--- src/rtl/idch_pkg.sv ---
package idch_pkg;

  typedef enum logic [1:0] {
    RX_IDLE,
    RX_SHIFT,
    RX_ACK,
    RX_ENGAGED
  } rx_state_t;

  // Identification table contents: entry k = 29*k + 17 (mod 256)
  function automatic logic [7:0] id_rom_byte(input logic [7:0] idx);
    logic [7:0] prod;
    prod = idx * 8'd29;
    return prod + 8'd17;
  endfunction

  // Which data bit of a byte is on the wire for a given slot (MSB first)
  function automatic logic [2:0] slot_to_bit(input logic [3:0] slot);
    return 3'd7 - slot[2:0];
  endfunction

  function automatic logic is_filler_slot(input logic [3:0] slot);
    return slot == 4'd8;
  endfunction

endpackage

--- src/rtl/idch_sync.sv ---
module idch_sync #(
  parameter int N = 3,
  parameter logic [N-1:0] RST_VAL = '0
) (
  input  logic         clk,
  input  logic         rst_n,
  input  logic [N-1:0] d_in,
  output logic [N-1:0] lvl,
  output logic [N-1:0] prv
);
  logic [N-1:0] meta;

  for (genvar g = 0; g < N; g++) begin : g_bit
    always_ff @(posedge clk or negedge rst_n) begin
      if (!rst_n) begin
        meta[g] <= RST_VAL[g];
        lvl[g]  <= RST_VAL[g];
        prv[g]  <= RST_VAL[g];
      end else begin
        meta[g] <= d_in[g];
        lvl[g]  <= meta[g];
        prv[g]  <= lvl[g];
      end
    end
  end
endmodule

--- src/rtl/idch_stream_tx.sv ---
module idch_stream_tx
  import idch_pkg::*;
#(
  parameter int BYTES = 128
) (
  input  logic       clk,
  input  logic       rst_n,
  input  logic       run,
  input  logic       step,
  output logic       drive_low,
  output logic [3:0] bit_idx
);
  localparam int AW = (BYTES > 1) ? $clog2(BYTES) : 1;

  logic [AW-1:0] byte_idx;
  logic [7:0]    cur_byte;

  always_ff @(posedge clk or negedge rst_n) begin
    if (!rst_n) begin
      byte_idx <= '0;
      bit_idx  <= '0;
    end else if (!run) begin
      byte_idx <= '0;
      bit_idx  <= '0;
    end else if (step) begin
      if (is_filler_slot(bit_idx)) begin
        bit_idx  <= '0;
        byte_idx <= (byte_idx == AW'(BYTES - 1)) ? '0 : byte_idx + AW'(1);
      end else begin
        bit_idx <= bit_idx + 4'd1;
      end
    end
  end

  always_comb begin
    cur_byte  = id_rom_byte(8'(byte_idx));
    drive_low = run && !is_filler_slot(bit_idx) && !cur_byte[slot_to_bit(bit_idx)];
  end
endmodule

--- src/rtl/idch_addr_rx.sv ---
module idch_addr_rx
  import idch_pkg::*;
#(
  parameter logic [6:0] DEV_ADDR = 7'h50
) (
  input  logic clk,
  input  logic rst_n,
  input  logic en,
  input  logic scl_lvl,
  input  logic scl_rise,
  input  logic scl_fall,
  input  logic sda_lvl,
  input  logic sda_rise,
  input  logic sda_fall,
  output logic ack_drive,
  output logic hit_evt,
  output logic engaged,
  output logic addr_hit
);
  rx_state_t  state;
  logic [6:0] shreg;
  logic [3:0] nbits;
  logic       start_cond, stop_cond;

  assign start_cond = en && scl_lvl && sda_fall;
  assign stop_cond  = en && scl_lvl && sda_rise;
  assign ack_drive  = (state == RX_ACK);
  assign engaged    = (state == RX_ENGAGED);
  assign hit_evt    = en && ack_drive && scl_fall && !stop_cond;

  always_ff @(posedge clk or negedge rst_n) begin
    if (!rst_n) begin
      state    <= RX_IDLE;
      shreg    <= '0;
      nbits    <= '0;
      addr_hit <= 1'b0;
    end else begin
      addr_hit <= hit_evt;
      if (!en || stop_cond) begin
        state <= RX_IDLE;
        nbits <= '0;
      end else if (start_cond && state != RX_ENGAGED) begin
        state <= RX_SHIFT;
        nbits <= '0;
      end else begin
        case (state)
          RX_SHIFT: begin
            if (scl_rise && nbits != 4'd8) begin
              if (nbits < 4'd7) shreg <= {shreg[5:0], sda_lvl};
              nbits <= nbits + 4'd1;
            end else if (scl_fall && nbits == 4'd8) begin
              state <= (shreg == DEV_ADDR) ? RX_ACK : RX_IDLE;
            end
          end
          RX_ACK:  if (scl_fall) state <= RX_ENGAGED;
          default: ;
        endcase
      end
    end
  end
endmodule

--- src/rtl/idch_mode_ctrl.sv ---
module idch_mode_ctrl #(
  parameter int LIMIT = 128,
  localparam int CW = (LIMIT > 1) ? $clog2(LIMIT) : 1
) (
  input  logic          clk,
  input  logic          rst_n,
  input  logic          scl_fall,
  input  logic          vclk_rise,
  input  logic          hit_evt,
  input  logic          engaged,
  output logic          addr_mode,
  output logic [CW-1:0] revert_cnt
);
  logic revert_evt;

  assign revert_evt = addr_mode && vclk_rise && !engaged && !hit_evt &&
                      (revert_cnt == CW'(LIMIT - 1));

  always_ff @(posedge clk or negedge rst_n) begin
    if (!rst_n) begin
      addr_mode  <= 1'b0;
      revert_cnt <= '0;
    end else if (!addr_mode) begin
      if (scl_fall) begin
        addr_mode  <= 1'b1;
        revert_cnt <= '0;
      end
    end else if (engaged || hit_evt) begin
      revert_cnt <= '0;
    end else if (revert_evt) begin
      addr_mode  <= 1'b0;
      revert_cnt <= '0;
    end else if (vclk_rise) begin
      revert_cnt <= revert_cnt + CW'(1);
    end
  end
endmodule

--- src/rtl/dual_mode_id_channel.sv ---
module dual_mode_id_channel #(
  parameter int         TABLE_BYTES = 128,
  parameter int         REVERT_LIMIT = 128,
  parameter logic [6:0] DEV_ADDR = 7'h50
) (
  input  logic clk,
  input  logic rst_n,
  input  logic vclk_in,
  input  logic scl_in,
  input  logic sda_in,
  output logic sda_out,
  output logic sda_oe,
  output logic addr_mode,
  output logic addr_hit
);
  localparam int CW = (REVERT_LIMIT > 1) ? $clog2(REVERT_LIMIT) : 1;
  localparam int SCL_B = 0;
  localparam int SDA_B = 1;
  localparam int VCK_B = 2;

  logic [2:0]    lvl, prv;
  logic          scl_rise, scl_fall, sda_rise, sda_fall, vclk_rise;
  logic          stream_low, ack_drive, hit_evt, engaged;
  logic [3:0]    bit_idx;
  logic [CW-1:0] revert_cnt;

  idch_sync #(.N(3), .RST_VAL(3'b011)) u_sync (
    .clk(clk), .rst_n(rst_n), .d_in({vclk_in, sda_in, scl_in}),
    .lvl(lvl), .prv(prv)
  );

  assign scl_rise  =  lvl[SCL_B] && !prv[SCL_B];
  assign scl_fall  = !lvl[SCL_B] &&  prv[SCL_B];
  assign sda_rise  =  lvl[SDA_B] && !prv[SDA_B];
  assign sda_fall  = !lvl[SDA_B] &&  prv[SDA_B];
  assign vclk_rise =  lvl[VCK_B] && !prv[VCK_B];

  idch_stream_tx #(.BYTES(TABLE_BYTES)) u_tx (
    .clk(clk), .rst_n(rst_n), .run(!addr_mode), .step(vclk_rise),
    .drive_low(stream_low), .bit_idx(bit_idx)
  );

  idch_addr_rx #(.DEV_ADDR(DEV_ADDR)) u_rx (
    .clk(clk), .rst_n(rst_n), .en(addr_mode),
    .scl_lvl(lvl[SCL_B]), .scl_rise(scl_rise), .scl_fall(scl_fall),
    .sda_lvl(lvl[SDA_B]), .sda_rise(sda_rise), .sda_fall(sda_fall),
    .ack_drive(ack_drive), .hit_evt(hit_evt), .engaged(engaged),
    .addr_hit(addr_hit)
  );

  idch_mode_ctrl #(.LIMIT(REVERT_LIMIT)) u_mode (
    .clk(clk), .rst_n(rst_n), .scl_fall(scl_fall), .vclk_rise(vclk_rise),
    .hit_evt(hit_evt), .engaged(engaged),
    .addr_mode(addr_mode), .revert_cnt(revert_cnt)
  );

  assign sda_out = 1'b0;
  assign sda_oe  = stream_low || ack_drive;
endmodule

--- config.mk ---
export PLATFORM = sky130hd
export DESIGN_NAME = dual_mode_id_channel
export DESIGN_NICKNAME = d
export VERILOG_FILES = /design/src/rtl/idch_pkg.sv /design/src/rtl/idch_sync.sv /design/src/rtl/idch_stream_tx.sv /design/src/rtl/idch_addr_rx.sv /design/src/rtl/idch_mode_ctrl.sv /design/src/rtl/dual_mode_id_channel.sv
export SDC_FILE = /design/constraint.sdc
export NUM_CORES = 1
export LEC_CHECK = 0
export BUFFER_PORTS_ARGS = -buffer_cell sky130_fd_sc_hd__buf_2
export CAP_MARGIN = 20
export CORE_UTILIZATION = 40
export CTS_CLUSTER_SIZE = 25
export DETAILED_ROUTE_END_ITERATION = 12
export GPL_TIMING_DRIVEN = 1
export SLEW_MARGIN = 30
export SYNTH_ARGS = -nofsm -noshare
export SYNTH_HDL_FRONTEND = slang
export SYNTH_HIERARCHICAL = 1
export SYNTH_SLANG_ARGS = --single-unit
--- constraint.sdc ---
create_clock -name clk -period 4.34 [get_ports clk]
set_input_delay 0.651 -clock clk [delete_from_list [all_inputs] [get_ports clk]]
set_output_delay 0.651 -clock clk [all_outputs]
set_load 0.01 [all_outputs]
==> Yosys cells after proc, flatten, opt, wreduce, memory -nomap -nowiden <==
Cells that the tools add are included.
{ "totals": {"ff_bits": 42, "input_bits": 5, "out_inout_bits": 4, "elab_cells": 116} }
{ "classes": {"add_sub_neg": 6, "mul": 1, "magnitude_cmp": 2, "eq_ne": 14, "muxes": 29, "n_bitwise": 2, "n_reduce_logical": 45} }
{ "op_table": {"columns": ["cell", "n"], "rows": [
  ["$mux 7", 9],
  ["$mux 4", 7],
  ["$eq 7x7->1 const B", 3],
  ["$logic_and 1x1->1", 20],
  ["$add 7x1->7 const B", 2],
  ["$mux 2", 6],
  ["$logic_not 1->1", 11],
  ["$add 4x1->4 const B", 2],
  ["$add 8x5->8 const B", 1],
  ["$eq 4x4->1 const B", 2],
  ["$mul 7x5->8 const B", 1],
  ["$ne 4x1->1 const B", 2],
  ["$reduce_and 2->1", 3],
  ["$reduce_bool 2->1", 3],
  ["$reduce_bool 3->1", 2],
  ["$mux 1", 5],
  ["$reduce_and 5->1", 1],
  ["$eq 2x2->1 const B", 2],
  ["$lt 3x4->1 const B", 1],
  ["$lt 4x3->1 const B", 1],
  ["$ne 4x2->1 const B", 1],
  ["$ne 4x3->1 const B", 1],
  ["$ne 4x4->1 const B", 1],
  ["$pmux 2 s2", 1],
  ["other kinds (8)", 11]
]} }

==> Longest topological paths before layout <==
Gate-level depths: netlist of the first run.
{ "logic_depth": {"ltp_word": 11, "mapped_depth": 12, "mapped_depth_nobuf": 12} }

==> By module <==
Netlist of the first run, hierarchy kept.
{ "modules_own_cells": {"columns": ["module", "n_inst", "cells_each", "area_per_inst_um2", "seq_area_each_um2"], "rows": [
  ["idch_stream_tx", 1, 119, 1162.4, 275.3],
  ["idch_addr_rx", 1, 70, 760.7, 350.3],
  ["idch_mode_ctrl", 1, 44, 411.6, 200.2],
  ["idch_sync", 1, 9, 232.7, 232.7],
  ["dual_mode_id_channel", 1, 9, 62.6, 0.0]
]} }

==> Least setup slack after synthesis of the first run <==
No wires, ideal clock.
{ "synth_path": {"path_type": "reg2out", "start": "reg u_tx.byte_idx[1]", "end": "out sda_oe", "arrival_time_ns": 3.243, "required_ns": 3.689, "setup_slack_ns": 0.446, "stages_incl_launch_ff": 12, "n_path_buf": 0, "path_cell_list": "dfrtp_1 -> inv_1 -> fa_1 -> inv_1 -> fa_1 -> fa_1 -> ha_1 -> a21oi_1 -> xnor2_1 -> o311ai_0 -> o31a_1 -> or2_1"} }
{ "synth_via": {"elab_chain_cells": 7} }
{ "synth_lines": {"columns": ["item", "line_no", "source"], "rows": [
  ["start, declared", "idch_stream_tx.sv:15", "logic [AW-1:0] byte_idx;"],
  ["start signal, assigned", "idch_stream_tx.sv:28", "byte_idx <= (byte_idx == AW'(BYTES - 1)) ? '0 : byte_idx + AW'(1);"],
  ["$mul 7x5->8", "idch_pkg.sv:13", "prod = idx * 8'd29;"],
  ["$add 8x5->8", "idch_pkg.sv:14", "return prod + 8'd17;"],
  ["$bmux 1 s3", "idch_stream_tx.sv:37", "drive_low = run && !is_filler_slot(bit_idx) && !cur_byte[slot_to_bit(bit_idx)];"],
  ["$mux 1 (not written as such)", "idch_stream_tx.sv:37", null],
  ["$logic_not 1->1", "idch_stream_tx.sv:37", null],
  ["$logic_and 1x1->1", "idch_stream_tx.sv:37", null],
  ["named net stream_low", "dual_mode_id_channel.sv:23", "logic stream_low, ack_drive, hit_evt, engaged;"],
  ["$logic_or 1x1->1", "dual_mode_id_channel.sv:58", "assign sda_oe = stream_low || ack_drive;"],
  ["end, declared", "dual_mode_id_channel.sv:12", "output logic sda_oe,"]
]} }
The timed path passes the listed nets, and every way through them passes these cells. The select of a mux whose other input is x is not followed.

==> Worst setup path in the final report of the first run <==
Ends and elaborated chain as after synthesis.

==> run_results.csv, run 1 <==
group,metric,value,unit
drt,routedWlPerCell,13.6,um
power_and_ir_drop,power.total,0.863,mW
power_and_ir_drop,leakagePower,1.35,nW
setup_path,arrival,3.55,ns
floorplan,dieArea,0.00690,mm^2
cts,htree_num_levels,2,
logic_synthesis,netlist.area_leader.share,0.343,
cts,cts_buffer_depth,2,
global_route,grt_start_max_net_pins,43,
drt,drc_errors,0,
layout,fin_nets,300,
floorplan,dieWidth,83.1,um
timing,slew_headroom,0.450,
logic_synthesis,yosysTopAreaCell,"dfrtp_1",
logic_synthesis,syn_area,0.00263,mm^2
drt,drtPass1Iterations,4,
timing,fin_crit_sh,0.968,
setup_path,critical_path_class,"flop to output port",
power_and_ir_drop,peakVddDrop,0.202,mV
global_route,overflow,0,
drt,num_vias,1824,
floorplan,start_util,0.414,
hold_path,hold_class,"primary input to asynchronous set/reset pin",
global_route,grt_pass1_vias,1748,
logic_synthesis,avgSynthCellArea,10.5,um^2
logic_synthesis,synth_edf_count,0,
global_route,use_met2,0.222,
floorplan,dieHeight,83.1,um
global_route,grt_pass1_wl,8130,um
floorplan,core_area,0.00635,mm^2
setup_path,crit_fanout,3,
cts,clk_pin_slew_worst_paths,0.08,ns
layout,diodes,0,
power_and_ir_drop,powerDensity,297,mW/mm^2
global_route,gr-usage-met3,0.0298,
placement,post-dp-hpwl,3400,um
layout,layout-drive-gt1-share,0.217,
logic_synthesis,yosysWarnings,6,
logic_synthesis,yosysSeqAreaShare,0.402,
placement,port_buffers,7,
logic_synthesis,syn_nets,285,
floorplan,rows,29,
setup_path,cp.required,3.69,ns
drt,dr.first_iter.drc_count,102,
global_route,grt_use_total,0.147,
timing,layout_min_cycle_time,4.20,ns
cts,clkLatencyLatePin,0.29,ns
layout,area.growth.synth_to_final,10.4,%
timing,rsz0062_at_grt,"true",
job,maxCapViolCount,0,
global_route,grtUsageMet1,0.207,
logic_synthesis,synth_flop_cell,"dfrtp_1",
timing,fmax,238,MHz
cts,holdBufCountCts,0,
floorplan,pin_count,9,
cts,cts_root_buf,"clkbuf_8",
cts,numCtsBuffers,5,
logic_synthesis,yosys_register_bits,42,
setup_path,endpoint_kind,"output port",
logic_synthesis,async_flop_share,1.00,
timing,tightest_slew,0.824,ns
layout,fillCellCount,593,
drt,via_per_inst,5.30,
global_route,grt-busiest-layer,"met2",
cts,cts_tree,"yes",
status,status,"finished, final reports clean",
cts,clock-sinks,42,
timing,final-setup-viol-count,0,
global_route,antenna_found_initial,0,
timing,finalHoldViolations,0,
drt,drt_wl_total,4670,um
drt,drtAntennaViolNets,0,
timing,drv_slew,0,
placement,place_congestion,0.749,
logic_synthesis,synth_area_leaders,"dfrtp_1 (34%), ha_1 (11%), dfstp_2 (6.0%)",
logic_synthesis,syn_inst,251,
timing,fin_setup_tns,0,ns
placement,place_ws,0.191,ns
logic_synthesis,ys_types,65,
timing,finClkSkew,0.00913,ns
timing,worst_slack,0.137,ns
setup_path,start_kind,"flop",
-- cells in the mapped netlist (2+ instances only) --
| library cell | count |
|---|---|
| o21a_1 | 2 |
| nand3_1 | 9 |
| o21ai_0 | 14 |
| fa_1 | 5 |
| o21ai_1 | 8 |
| mux2_2 | 7 |
| nor3_1 | 4 |
| nor2_1 | 8 |
| xnor2_1 | 5 |
| a31oi_1 | 2 |
| nor2b_1 | 4 |
| or4_1 | 2 |
| nand2_1 | 18 |
| o211a_1 | 2 |
| xor2_1 | 4 |
| a21o_1 | 2 |
| ha_1 | 24 |
| dfstp_2 | 6 |
| dfrtp_1 | 36 |
| or3_1 | 3 |
| inv_1 | 21 |
| a21boi_1 | 3 |
| nand4_1 | 3 |
| a21oi_1 | 13 |
| and2b_2 | 5 |
| o22ai_1 | 2 |
-- metal layers --
layer | share of wire | vias up | wire length, um
met4 | 0.0090 | 0 | 42
met1 | 0.51 | 879 | 2400
met2 | 0.45 | 21 | 2120
met3 | 0.024 | 2 | 112
met5 | 0 | - | 0
li1 | - | 922 | -
-- registers in the layout, indices dropped and copies added (netlist names) --
signal and cells:
u_sync/meta 3, u_tx/bit_idx 4, u_tx/byte_idx 7, u_mode/addr_mode 1, u_rx/shreg 7, u_rx/addr_hit 1
u_rx/nbits 4, u_sync/prv 3, u_sync/lvl 3, u_rx/state 2, u_mode/revert_cnt 7
-- critical path: stages, from the launching register on --
cell and delay, ns:
dfrtp_1 0.38, inv_2 0.06, fa_1 0.54, inv_1 0.05, fa_1 0.45, fa_1 0.52
ha_4 0.31, nand2_2 0.05, o21ai_2 0.11, xnor2_1 0.12, nor3_1 0.06, o31a_1 0.27
or2_1 0.20, buf_2 0.14
-- cells in the final DEF (no fill, tap or decap), drive strengths merged, types with 2 or more instances in the layout --
cell type / count
a21boi: 5
a21o: 2
a21oi: 13
a31oi: 2
and2: 3
and2b: 5
buf: 12
clkbuf: 7
dfrtp: 36
dfstp: 6
fa: 5
ha: 24
inv: 22
mux2: 7
nand2: 18
nand3: 10
nand4: 3
nor2: 8
nor2b: 4
nor3: 4
o211a: 2
o21a: 2
o21ai: 23
o22ai: 2
or2: 3
or3: 3
or4: 2
xnor2: 5
xor2: 4
-- worst paths after layout --
| kind | from | endpoint | slack (ns) | cells past startpoint |
|---|---|---|---|---|
| worst max register to register | u_sync/lvl[0]$_DFF_PN1_ | u_mode/revert_cnt[3]$_DFFE_PN0P_ | 1.89 | 6 |
| min in group clk | u_sync/meta[0]$_DFF_PN1_ | u_sync/lvl[0]$_DFF_PN1_ | 0.36 | 0 |
| max in group asynchronous | rst_n | u_sync/lvl[1]$_DFF_PN1_ | 3.64 | 1 |
| worst min register to register | u_sync/meta[0]$_DFF_PN1_ | u_sync/lvl[0]$_DFF_PN1_ | 0.36 | 0 |
| worst min-delay path | rst_n | u_rx/shreg[6]$_DFFE_PN0P_ | 0.32 | 1 |
| worst max-delay path | u_tx/byte_idx[1]$_DFFE_PN0P_ | sda_oe | 0.14 | 13 |
-- where the power goes --
group | internal [mW] | switching (mW)
clock network | 0.129 | 0.136
registers | 0.444 | 0.0442
logic | 0.0569 | 0.0539
total | 0.629 | 0.234
-- timing repair --
| action | in CTS | in global routing |
|---|---|---|
| resized for setup | 2 | 8 |
| setup endpoints to repair | 1 | 1 |
| pin swaps | 1 | 6 |
| buffers inserted | 2 | 2 |
-- through the flow --
stage	instances	cell area, um^2	hold WS, ns	util
floorplan	251	2630	0.331	-
global placement	332	2740	0.341	0.432
detailed placement	332	2740	0.344	0.432
CTS	342	2860	0.357	0.451
global route	344	2900	0.362	0.457
finish	344	2900	0.324	0.457
-- cells by family after synthesis --
logic type / share of synthesized area
compound gates: 0.157
mux: 0.0423
flops: 0.402
buf+inv: 0.0423
simple gates: 0.163
xor+xnor: 0.0385
fa+ha+maj: 0.152
other cells: 0.00143
-- cell type report --
| cell class | instances | area [um^2] | area share |
|---|---|---|---|
| Clock buffer | 7 | 86.3 | 0.0297 |
| Clock inverter | 1 | 5.00 | 0.00172 |
| Inverter | 22 | 82.6 | 0.0284 |
| Multi-Input combinational cell | 183 | 1500 | 0.516 |
| Sequential cell | 42 | 1060 | 0.365 |
| Tap cell | 77 | 96.3 | 0.0332 |
| Timing Repair Buffer | 12 | 75.1 | 0.0259 |
(Power assumes the default switching activity.)
==> run 2, diff against run 1 <==
--- a/config.mk
+++ b/config.mk
@@ -5,12 +5,13 @@
 export SDC_FILE = /design/constraint.sdc
 export NUM_CORES = 1
 export LEC_CHECK = 0
-export BUFFER_PORTS_ARGS = -buffer_cell sky130_fd_sc_hd__buf_2
+export BUFFER_PORTS_ARGS = -buffer_cell sky130_fd_sc_hd__buf_4
 export CAP_MARGIN = 20
-export CORE_UTILIZATION = 40
+export CORE_UTILIZATION = 55
 export CTS_CLUSTER_SIZE = 25
 export DETAILED_ROUTE_END_ITERATION = 12
 export GPL_TIMING_DRIVEN = 1
+export PLACE_DENSITY = 0.72
 export SLEW_MARGIN = 30
 export SYNTH_ARGS = -nofsm -noshare
 export SYNTH_HDL_FRONTEND = slang
==> run_results.csv, run 2 (synthesis results as in run 1) <==
group,metric,value,unit
drt,drc_errors,0,
layout,fin_nets,299,
global_route,grt_pass1_vias,1765,
job,maxCapViolCount,0,
global_route,grt_use_total,0.202,
cts,cts_root_buf,"clkbuf_8",
layout,layout_common_cells,"dfrtp_1 (36), ha_1 (23), inv_1 (19), nand2_1 (18), o21ai_0 (13)",
setup_path,cp.required,3.69,ns
power_and_ir_drop,peakVddDrop,0.208,mV
floorplan,pin_count,9,
power_and_ir_drop,p_comb_frac,0.130,
layout,layout_commonest_cell,"dfrtp_1",
floorplan,dieArea,0.00506,mm^2
global_route,overflow,0,
drt,drtAntennaViolNets,0,
power_and_ir_drop,p_int,0.614,mW
hold_path,hold_class,"primary input to asynchronous set/reset pin",
layout,fin_cells,318,
status,status,"finished, final reports clean",
cts,holdBufCountCts,0,
cts,clk_pin_slew_worst_paths,0.08,ns
floorplan,dieWidth,71.2,um
timing,fmax,239,MHz
layout,area.growth.synth_to_final,8.71,%
placement,dp.cells,307,
setup_path,endpoint_kind,"output port",
timing,fin_crit_sh,0.963,
power_and_ir_drop,p_clk_frac,0.290,
layout,layout-drive-gt1-share,0.207,
setup_path,crit_fanout,3,
floorplan,start_util,0.588,
floorplan,core_area,0.00447,mm^2
setup_path,critical_path_class,"flop to output port",
power_and_ir_drop,p_seq_frac,0.580,
timing,slew_headroom,0.480,
timing,tightest_slew,0.779,ns
floorplan,dieHeight,71.2,um
cts,htree_num_levels,2,
drt,routedWlPerCell,14.2,um
cts,numCtsBuffers,5,
power_and_ir_drop,p_switching,0.229,mW
timing,layout_min_cycle_time,4.18,ns
global_route,grt_pass1_wl,7960,um
setup_path,start_kind,"flop",
cts,cts_buffer_depth,2,
timing,finClkSkew,0.00838,ns
drt,via_per_inst,5.83,
cts,clock-sinks,42,
power_and_ir_drop,powerDensity,295,mW/mm^2
drt,dr.first_iter.drc_count,168,
placement,port_buffers,7,
timing,finalHoldViolations,0,
drt,num_vias,1853,
layout,fillCellCount,372,
layout,largestRegisters,"u_mode/revert_cnt x7, u_rx/shreg x7, u_tx/byte_idx x7",
setup_path,crit_chain,"inv_2 -> fa_1 -> inv_1 -> fa_1 -> fa_1 -> ha_4 -> a21oi_2 -> xnor2_1 -> o311ai_1 -> o31a_1 -> or2_1 -> buf_4",
power_and_ir_drop,leakagePower,1.35,nW
timing,drv_slew,0,
global_route,antenna_found_initial,0,
placement,post-dp-hpwl,3260,um
timing,timing.hold.ws,0.332,ns
floorplan,rows,24,
setup_path,slowest_delay,0.56,ns
setup_path,cp_slowest_cell,"fa_1",
timing,final-setup-viol-count,0,
setup_path,arrival,3.53,ns
cts,cts_tree,"yes",
setup_path,cp_common_cell,"fa_1",
global_route,grt_start_max_net_pins,43,
power_and_ir_drop,swShare,0.272,
timing,fin_setup_tns,0,ns
placement,place_congestion,0.826,
layout,diodes,0,
cts,clkLatencyLatePin,0.29,ns
drt,drtPass1Iterations,4,
drt,drt_wl_total,4510,um
## run 2: changes by cell type in the layout (fill, tap and decap cells not counted)
cell	change
nand2_2	-1
clkbuf_8	-1
clkinv_4	+1
buf_4	+5
buf_2	-6
nand2_1	+1
ha_1	+1
ha_4	-1
## run 2: metrics by stage
step | setup WS, ns | total power [mW] | area (um^2) | util
after floorplan | 0.446 | 0.570 | 2630 | -
after global placement | 0.238 | 0.600 | 2730 | 0.609
after detailed placement | 0.218 | 0.606 | 2730 | 0.609
after CTS | 0.0214 | 0.853 | 2840 | 0.636
after global routing | -0.00735 | 0.891 | 2860 | 0.639
final | 0.158 | 0.844 | 2860 | 0.639
## run 2: worst paths after layout
check | startpoint | endpoint | slack, ns | cells past startpoint
worst min register to register | u_sync/meta[2]$_DFF_PN0_ | u_sync/lvl[2]$_DFF_PN0_ | 0.36 | 0
max in group asynchronous | rst_n | u_sync/lvl[0]$_DFF_PN1_ | 3.63 | 1
worst max-delay path | u_tx/byte_idx[1]$_DFFE_PN0P_ | sda_oe | 0.16 | 12
worst max register to register | u_sync/lvl[0]$_DFF_PN1_ | u_mode/revert_cnt[3]$_DFFE_PN0P_ | 1.91 | 6
min in group clk | u_sync/meta[2]$_DFF_PN0_ | u_sync/lvl[2]$_DFF_PN0_ | 0.36 | 0
worst min-delay path | rst_n | u_tx/byte_idx[1]$_DFFE_PN0P_ | 0.33 | 1
## run 2: routing by layer
metal / part of all wire / up-vias / track usage
li1: - / 918 / -
met1: 0.50 / 901 / 0.297
met2: 0.46 / 32 / 0.308
met3: 0.031 / 2 / 0.0385
met4: 0.0038 / 0 / 0.0533
met5: 0 / - / 0
## run 2: power by group through the flow
stage	Combinational (mW)	Sequential, mW	Clock, mW
2_1_floorplan	0.0865	0.484	0
3_3_place_gp	0.106	0.495	0
3_5_place_dp	0.110	0.496	0
4_1_cts	0.110	0.489	0.253
5_1_grt	0.123	0.498	0.270
6_report	0.110	0.489	0.245
## run 2: cell type report
type / instances / area [um^2] / share of cell area
multi-input combinational: 183 / 1480 / 0.519
timing repair buffer: 11 / 82.6 / 0.0289
clock buffer: 6 / 72.6 / 0.0254
tap: 52 / 65.1 / 0.0228
clock inverter: 2 / 13.8 / 0.00481
inverter: 22 / 82.6 / 0.0289
sequential: 42 / 1060 / 0.370
## run 2: critical path, delay by kind of cell (launching register included)
family	cells	cell delay [ns]
AND/OR/NAND/NOR	1	0.20
flip-flops	1	0.38
adder cells (fa/ha/maj)	4	1.78
buffers and inverters	3	0.26
XOR/XNOR	1	0.13
AO/OA/AOI/OAI	3	0.51
## run 2: what timing repair did
item | 4_1_cts | 5_1_grt
pin swaps | 0 | 4
buffers inserted | 2 | 1
gates resized for setup | 2 | 6
endpoints found under the setup margin | 1 | 1
==> run 3, diff against run 2 <==
--- a/config.mk
+++ b/config.mk
@@ -10,7 +10,7 @@
 export CORE_UTILIZATION = 55
 export CTS_CLUSTER_SIZE = 25
 export DETAILED_ROUTE_END_ITERATION = 12
-export GPL_TIMING_DRIVEN = 1
+export GPL_TIMING_DRIVEN = 0
 export PLACE_DENSITY = 0.72
 export SLEW_MARGIN = 30
 export SYNTH_ARGS = -nofsm -noshare
==> run_results.csv, run 3 (synthesis results as in run 1) <==
group,metric,value,unit
timing,timing.hold.ws,0.310,ns
global_route,antenna_found_initial,0,
cts,clk_pin_slew_worst_paths,0.08,ns
timing,fin_crit_sh,0.986,
setup_path,cp.required,3.69,ns
cts,htree_num_levels,2,
drt,drc_errors,0,
floorplan,dieArea,0.00506,mm^2
layout,design_area,0.00291,mm^2
layout,fin_nets,302,
timing,rsz0062_at_grt,"true",
cts,cts_root_buf,"clkbuf_8",
timing,layout_min_cycle_time,4.28,ns
drt,drtPass1Iterations,5,
global_route,grt_pass1_wl,8250,um
setup_path,r2r.worst_path.cells,7,
timing,worst_slack,0.0623,ns
power_and_ir_drop,leakagePower,1.37,nW
global_route,overflow,0,
setup_path,arrival,3.63,ns
placement,place_congestion,0.858,
global_route,grt_start_max_net_pins,43,
layout,diodes,0,
drt,routedWlPerCell,14.5,um
layout,area.growth.synth_to_final,10.7,%
status,status,"finished, final reports clean",
power_and_ir_drop,powerDensity,299,mW/mm^2
setup_path,endpoint_kind,"output port",
global_route,grt_use_total,0.212,
layout,fillCellCount,359,
floorplan,dieWidth,71.2,um
setup_path,start_kind,"flop",
power_and_ir_drop,power.total,0.869,mW
cts,clkLatencyLatePin,0.30,ns
timing,drv_slew,0,
drt,dr.first_iter.drc_count,89,
timing,tightest_slew,0.855,ns
floorplan,rows,24,
layout,layout_commonest_cell,"dfrtp_1",
setup_path,crit_fanout,3,
cts,cts_buffer_depth,2,
job,maxCapViolCount,0,
drt,num_vias,1840,
placement,port_buffers,7,
placement,place_ws,0.113,ns
placement,place_area,0.00275,mm^2
timing,finalHoldViolations,0,
global_route,grt_pass1_vias,1778,
layout,layout_common_cells,"dfrtp_1 (34), ha_1 (22), inv_1 (19), nand2_1 (17), o21ai_0 (13)",
cts,clock-sinks,42,
placement,post-dp-hpwl,3260,um
drt,drt_wl_total,4660,um
layout,layout-drive-gt1-share,0.230,
floorplan,core_area,0.00447,mm^2
power_and_ir_drop,peakVddDrop,0.231,mV
floorplan,pin_count,9,
cts,numCtsBuffers,5,
floorplan,start_util,0.588,
drt,via_per_inst,5.73,
drt,drtAntennaViolNets,0,
setup_path,critical_path_class,"flop to output port",
layout,largestRegisters,"u_mode/revert_cnt x7, u_rx/shreg x7, u_tx/byte_idx x7",
hold_path,hold_class,"primary input to asynchronous set/reset pin",
timing,fmax,234,MHz
timing,finClkSkew,0.00342,ns
cts,cts_tree,"yes",
timing,final-setup-viol-count,0,
floorplan,dieHeight,71.2,um
timing,slew_headroom,0.429,
[run 3: timing repair]
action | CTS | global route
pin swaps | 1 | 4
gates resized for setup | 6 | 7
setup buffers | 3 | 0
cloned | 0 | 0
endpoints found under the setup margin | 1 | 1
hold buffers | 0 | 0
[run 3: power by group]
part / internal, mW / leakage, nW / switching (mW) / total, mW
clock: 0.132 / 0.0489 / 0.139 / 0.270
combinational: 0.0570 / 0.787 / 0.0529 / 0.110
sequential: 0.444 / 0.530 / 0.0454 / 0.489
total: 0.632 / 1.37 / 0.237 / 0.869
[run 3: layer usage]
| metal | up-vias | global-route usage | share of wire |
|---|---|---|---|
| met5 | - | 0 | 0 |
| met4 | 0 | 0.0800 | 0.016 |
| met3 | 8 | 0.0470 | 0.019 |
| met2 | 16 | 0.329 | 0.47 |
| met1 | 887 | 0.293 | 0.49 |
| li1 | 929 | - | - |
[run 3: layout make-up]
type,instances,area (um^2),area share
timing repair buffer,10,78.8,0.0271
tap,52,65.1,0.0224
inverter,22,82.6,0.0284
buffer,4,28.8,0.00989
clock inverter,1,8.76,0.00301
sequential,42,1060,0.365
clock buffer,7,86.3,0.0297
multi-input combinational,183,1500,0.515
[run 3: path summary, 6_finish.rpt]
check,slack [ns],end,startpoint
hold / removal,0.31,u_tx/byte_idx[0]$_DFFE_PN0P_,rst_n
max in group asynchronous,3.65,u_sync/meta[1]$_DFF_PN1_,rst_n
setup reg to reg,1.83,u_mode/revert_cnt[3]$_DFFE_PN0P_,u_sync/lvl[0]$_DFF_PN1_
hold reg to reg,0.36,u_sync/lvl[1]$_DFF_PN1_,u_sync/meta[1]$_DFF_PN1_
setup / recovery,0.06,sda_oe,u_tx/byte_idx[1]$_DFFE_PN0P_
min in group clk,0.36,u_sync/lvl[1]$_DFF_PN1_,u_sync/meta[1]$_DFF_PN1_
[run 3: critical path, stage by stage (launching register included)]
cell and delay (ns):
dfrtp_1 0.38, inv_2 0.07, fa_1 0.52, inv_1 0.05, fa_1 0.47, fa_1 0.54
ha_4 0.19, a21oi_2 0.16, o21ai_2 0.08, xnor2_1 0.23, nor3_1 0.07, o31a_1 0.23
or2_1 0.21, buf_6 0.12
[run 3: per-stage QoR]
| stage | setup TNS [ns] | instances | utilization |
|---|---|---|---|
| 6_report | 0 | 321 | 0.650 |
| 5_1_grt | -0.100 | 321 | 0.650 |
| 4_1_cts | 0 | 321 | 0.645 |
| 3_5_place_dp | 0 | 310 | 0.614 |
| 3_3_place_gp | 0 | 310 | 0.614 |
| 2_1_floorplan | 0 | 251 | - |
